File: config.mk
export PLATFORM = sky130hd
export DESIGN_NAME = ptr_index_unit
export DESIGN_NICKNAME = d
export VERILOG_FILES = /design/src/rtl/ptr_pkg.sv /design/src/rtl/ptr_width_dec.sv /design/src/rtl/ptr_reg.sv /design/src/rtl/ptr_index_unit.sv
export SDC_FILE = /design/constraint.sdc
export NUM_CORES = 1
export LEC_CHECK = 0
export CELL_PAD_IN_SITES_DETAIL_PLACEMENT = 0
export CELL_PAD_IN_SITES_GLOBAL_PLACEMENT = 1
export CORE_MARGIN = 4
export CORE_UTILIZATION = 29
export CTS_CLUSTER_DIAMETER = 150
export DETAILED_ROUTE_END_ITERATION = 8
export GPL_TIMING_DRIVEN = 0
export PLACE_DENSITY = 0.63
export SYNTH_ARGS = -nofsm -noshare
export SYNTH_HDL_FRONTEND = slang
export SYNTH_HIERARCHICAL = 1
export SYNTH_SLANG_ARGS = --single-unit
export TNS_END_PERCENT = 10
File: constraint.sdc
create_clock -name clk -period 7.1 [get_ports clk]
set_input_delay 2.13 -clock clk [delete_from_list [all_inputs] [get_ports clk]]
set_output_delay 2.13 -clock clk [all_outputs]
set_load 0.03 [all_outputs]
File: src/rtl/ptr_pkg.sv
package ptr_pkg;
  typedef enum logic [1:0] {
    WID_8  = 2'b00,
    WID_16 = 2'b01,
    WID_24 = 2'b10,
    WID_32 = 2'b11
  } width_e;
endpackage

File: src/rtl/ptr_width_dec.sv
module ptr_width_dec
  import ptr_pkg::*;
#(
  parameter int AW = 24,
  parameter int SW = 3
) (
  input  width_e        idx_w,
  input  width_e        acc_w,
  output logic [AW-1:0] mask,
  output logic [SW-1:0] step
);
  localparam logic [AW-1:0] FULL = '1;

  always_comb begin
    case (idx_w)
      WID_8:   mask = FULL >> (AW - 8);
      WID_16:  mask = FULL >> (AW - 16);
      default: mask = FULL;
    endcase
  end

  assign step = SW'(acc_w) + SW'(1);
endmodule

File: src/rtl/ptr_reg.sv
module ptr_reg #(
  parameter int AW = 24,
  parameter int SW = 3
) (
  input  logic          clk,
  input  logic          rst_n,
  input  logic          ld,
  input  logic [AW-1:0] ld_data,
  input  logic          step_go,
  input  logic          step_dn,
  input  logic [SW-1:0] step_amt,
  input  logic [AW-1:0] mask,
  output logic [AW-1:0] q
);
  logic [AW-1:0] r;
  logic [AW-1:0] nxt;
  logic [AW-1:0] amt_ext;
  logic [AW:0]   sum_ext;

  assign q       = r & mask;
  assign amt_ext = AW'(step_amt);
  assign sum_ext = {1'b0, q} + {1'b0, amt_ext};

  always_comb begin
    if (ld)
      nxt = ld_data & mask;
    else if (step_go)
      nxt = (step_dn ? (q - amt_ext) : (q + amt_ext)) & mask;
    else
      nxt = r;
  end

  always_ff @(posedge clk) begin
    if (!rst_n) r <= '0;
    else        r <= nxt;
  end


  load_trunc_chk: assert property (@(posedge clk) disable iff (!rst_n)
    ld |=> (r & ~$past(mask)) == '0);


  step_up_chk: assert property (@(posedge clk) disable iff (!rst_n)
    (step_go && !ld && !step_dn && sum_ext <= {1'b0, mask})
      |=> (r - $past(q)) == $past(amt_ext));


  hold_chk: assert property (@(posedge clk) disable iff (!rst_n)
    (!ld && !step_go) |=> $stable(r));
endmodule

File: src/rtl/ptr_index_unit.sv
module ptr_index_unit
  import ptr_pkg::*;
#(
  parameter int AW = 24,
  parameter int SW = 3
) (
  input  logic          clk,
  input  logic          rst_n,
  input  logic [1:0]    idx_width,
  input  logic [1:0]    acc_width,
  input  logic [3:0]    stat_hi,
  input  logic          ld_en,
  input  logic          ld_sel,
  input  logic [AW-1:0] ld_data,
  input  logic          acc_strobe,
  input  logic          acc_sel,
  output logic [AW-1:0] addr,
  output logic [AW-1:0] x_val,
  output logic [AW-1:0] y_val
);
  localparam int NPTR = 2;

  logic [AW-1:0] mask;
  logic [SW-1:0] step;
  logic [AW-1:0] vis [NPTR];

  ptr_width_dec #(.AW(AW), .SW(SW)) u_dec (
    .idx_w (width_e'(idx_width)),
    .acc_w (width_e'(acc_width)),
    .mask  (mask),
    .step  (step)
  );

  for (genvar i = 0; i < NPTR; i++) begin : g_ptr
    localparam logic SEL = 1'(i);
    logic ld_i;
    logic go_i;
    assign ld_i = ld_en && (ld_sel == SEL);
    assign go_i = acc_strobe && (acc_sel == SEL) && stat_hi[3-i];

    ptr_reg #(.AW(AW), .SW(SW)) u_reg (
      .clk      (clk),
      .rst_n    (rst_n),
      .ld       (ld_i),
      .ld_data  (ld_data),
      .step_go  (go_i),
      .step_dn  (stat_hi[1-i]),
      .step_amt (step),
      .mask     (mask),
      .q        (vis[i])
    );
  end

  assign x_val = vis[0];
  assign y_val = vis[1];
  assign addr  = acc_sel ? vis[1] : vis[0];


  addr_range_chk: assert property (@(posedge clk) disable iff (!rst_n)
    (addr & ~mask) == '0);


  x_untouched_chk: assert property (@(posedge clk) disable iff (!rst_n)
    (acc_strobe && acc_sel && !(ld_en && !ld_sel))
      |=> (x_val == $past(x_val)) || (idx_width != $past(idx_width)));


  y_untouched_chk: assert property (@(posedge clk) disable iff (!rst_n)
    (acc_strobe && !acc_sel && !(ld_en && ld_sel))
      |=> (y_val == $past(y_val)) || (idx_width != $past(idx_width)));
endmodule

==> impl_results.md <==
* Status: completed
* # rows at between 50 and 60
* Register bit count reported by yosys at 48
* Register area share after synthesis at 0.1620
* CP Capture Type: primary output
* Top Ports at 110
* Routed WL per cell at 18.98 um
* Max reg flops at 48
* Synth-to-layout area growth at 27.13%
* Post-synth EDFFs at 0
* Final wirelength at 22.32 mm
* Mean post-synth cell area at 7.576 um^2
* Max Fclk at roughly 150 MHz
* Xor and xnor area share after synthesis at 0.05758
* Area leader, netlist: dfxtp_1
* Post-route setup TNS at 0 ns
* Place WS at 0.5904 ns
* Placed Area at around 0.0074 mm^2
* Initial antenna violation count at 0
* Global-route wire length before repair at 33.87 mm
* Largest family of logic cells by synthesized area: compound AO/OA/AOI/OAI gates
* Die width at 151.0 um
* Final Critical Period at 6.492 ns
* DP Cell Count at 1168
* Post-Synth Simple-Gate Area at 0.2312
* Worst-skew pair later-pin latency at between 0.2 and 0.3 ns
* Port Buf Inserts at between 100 and 150
* Clock sinks at 48
* Clock Skew at 0.009804 ns
* Total Routing Usage GR at 0.1934
* Post-Synth Adder-Cell Area at 0.1270
* Worst path required time at 4.97 ns
* Hold Buf Count CTS at 0
* Hold_ws at 0.4539 ns
* Slew Limit Fails at 0
* Reg with most FFs: g_ptr.u_reg/r
* Rel. slew slack at 0.4611
* DRT iter0 DRCs at around 350
* HPWL after detailed placement at 18.52 mm
* Die ar. at around 0.023 mm^2
* Core area at roughly 0.020 mm^2
* Leading post-synthesis cells by cell area: dfxtp_1, ha_1, a21oi_1
* Root Buffer: clkbuf_16
* Crit path DAT at 4.36 ns
* Main synth FF type: dfxtp_1
* YS warnings at 6
* DRC errors left at 0
* Fin crit share at 0.9143
* Die Y at around 150 um
* RSZ-0062 raised after global routing: false
* Worst Path Max Fanout at 11
* Most common cell on crit path: clkdlybuf4s50_1
* Async set-reset flop share out of synthesis at 0
* Post-synthesis mux area share at 0.06707
* Post_cts resized at 0
* Synthesized cell area at 0.005932 mm^2
* Number of global-route vias before repair at 5676
* Post-Layout Cell Count at 1176
* Hold Path Class: reg2reg
* IR drop worst, VDD at approximately 0.000074 V
* Largest registers: g_ptr.u_reg/r (48)
* Vias/cell at 4.970
* Initial core utilization at 0.2941
* Layout cell share with drive strength beyond 1 at 0.08499
* Synth top area share at 0.1620
* Power density cells at 133.2 mW/mm^2
* Number of routed nets with antenna violations at 0
* CP max stage delay at 0.70 ns
* Compound-Gate Fraction of Synth Area at 0.2814
* Synth Instances at 783
* Largest net degree at the start of global routing at 15
* CTS tree: built
* Most frequent cells in the layout: nand2_1, clkdlybuf4s50_1, a21oi_1, ha_1, and2_1
* Post-CTS Repair Setup Buffers at 0
* Gpl congestion at 0.8108
* Htree depth at 2
* Yosys cell types at 79
* Crit Path Class: in2out
* CTS buffer count at 5
* Max Cap Viol at 0
* Slowest CP cell: clkdlybuf4s50_1
* Maximum buffer depth of the clock tree at 2
* Fin. Hold Viols at 0
* Measured slew at the worst slew-check pin at 0.8053 ns
* Top delay family on crit path: buffers and inverters
* Crit-path cells: clkdlybuf4s50_1 > or2_1 > buf_4 > and2_1 > mux2_4 > clkdlybuf4s50_1
* Startpoint types: input pin
* Layout Cell Area excl Fill at 0.007541 mm^2
* Leakage at 0.003165 uW
* Total grt overflow at 0
* Fillers at 2169
* First-pass DRT Iterations at 5
* Worst-path clk slew at 0.07 ns
* CP bufs+invs at 3
* Final setup vio count at 0
* Post-layout nets at 1002
* ANT cells at 0
* Final worst slack at about 0.61 ns
* Vias at 5845
## worst paths after layout
| path | cells after the start | from | slack (ns) | end |
|---|---|---|---|---|
| worst max-delay path | 6 | idx_width[1] | 0.61 | addr[9] |
| worst min-delay path | 2 | g_ptr[1].u_reg/r[3]$_SDFFE_PN0P_ | 0.45 | g_ptr[1].u_reg/r[3]$_SDFFE_PN0P_ |
| worst max register to register | 11 | g_ptr[1].u_reg/r[0]$_SDFFE_PN0P_ | 4.19 | g_ptr[1].u_reg/r[16]$_SDFFE_PN0P_ |
| worst min register to register | 2 | g_ptr[1].u_reg/r[3]$_SDFFE_PN0P_ | 0.45 | g_ptr[1].u_reg/r[3]$_SDFFE_PN0P_ |
## layout make-up
| class | instances | area [um^2] | share of cell area |
|---|---|---|---|
| Timing Repair Buffer | 108 | 1081 | 0.1434 |
| Sequential cell | 48 | 960.9 | 0.1274 |
| Buffer | 54 | 351.6 | 0.04662 |
| Inverter | 22 | 82.58 | 0.01095 |
| Multi-Input combinational cell | 666 | 4563 | 0.6051 |
| Clock buffer | 6 | 128.9 | 0.01709 |
| Clock inverter | 2 | 35.03 | 0.004646 |
| Tap cell | 270 | 337.8 | 0.04480 |
## stage by stage
stage | util | total power [uW]
finish | 0.3739 | 1004
global route | 0.3739 | 1067
CTS | 0.3739 | 1009
detailed placement | 0.3658 | 733.3
global placement | 0.3658 | 735.6
floorplan | - | 596.5
## synthesized netlist by cell type, types with 8 or more instances
master / count
a211oi_1: 12
a21oi_1: 87
a22o_1: 14
a22oi_1: 21
and2_1: 53
buf_4: 22
clkbuf_1: 25
dfxtp_1: 48
ha_1: 57
inv_1: 22
mux2_4: 18
nand2_1: 108
nand2b_1: 9
nand3_1: 14
nor2_1: 35
nor2b_1: 10
nor3_1: 12
o21a_1: 8
o21ai_0: 49
xnor2_1: 19
xor2_1: 20
## power breakdown
part	internal [uW]	total, uW	switching [uW]
Combinational	181	440	260
Clock	166	274	108
Sequential	282	290	7.27
Total	629	1000	375
## logic make-up after synthesis
logic type	Yosys count
adder cells (fa/ha/maj)	59
flip-flops	48
AND/OR/NAND/NOR	277
XOR/XNOR	39
other	1
AO/OA/AOI/OAI	253
buffers and inverters	76
multiplexers	30
## metal layers
layer,up-vias,track usage,share of wire
met5,-,0,0
met4,0,0.03173,0.011
met3,13,0.01257,0.028
met2,95,0.3141,0.45
met1,2674,0.2856,0.51
li1,3063,-,-
## worst reg2reg max path: stages (launching register included)
cell and delay [ns]:
dfxtp_1 0.31, nand2_1 0.07, ha_1 0.17, inv_1 0.06
fa_1 0.39, a21o_1 0.19, a221o_1 0.37, a21bo_2 0.25
o31a_1 0.31, a211o_1 0.31, xnor2_1 0.16, a211oi_1 0.23
No activity file was read; power rests on OpenSTA's default activity.
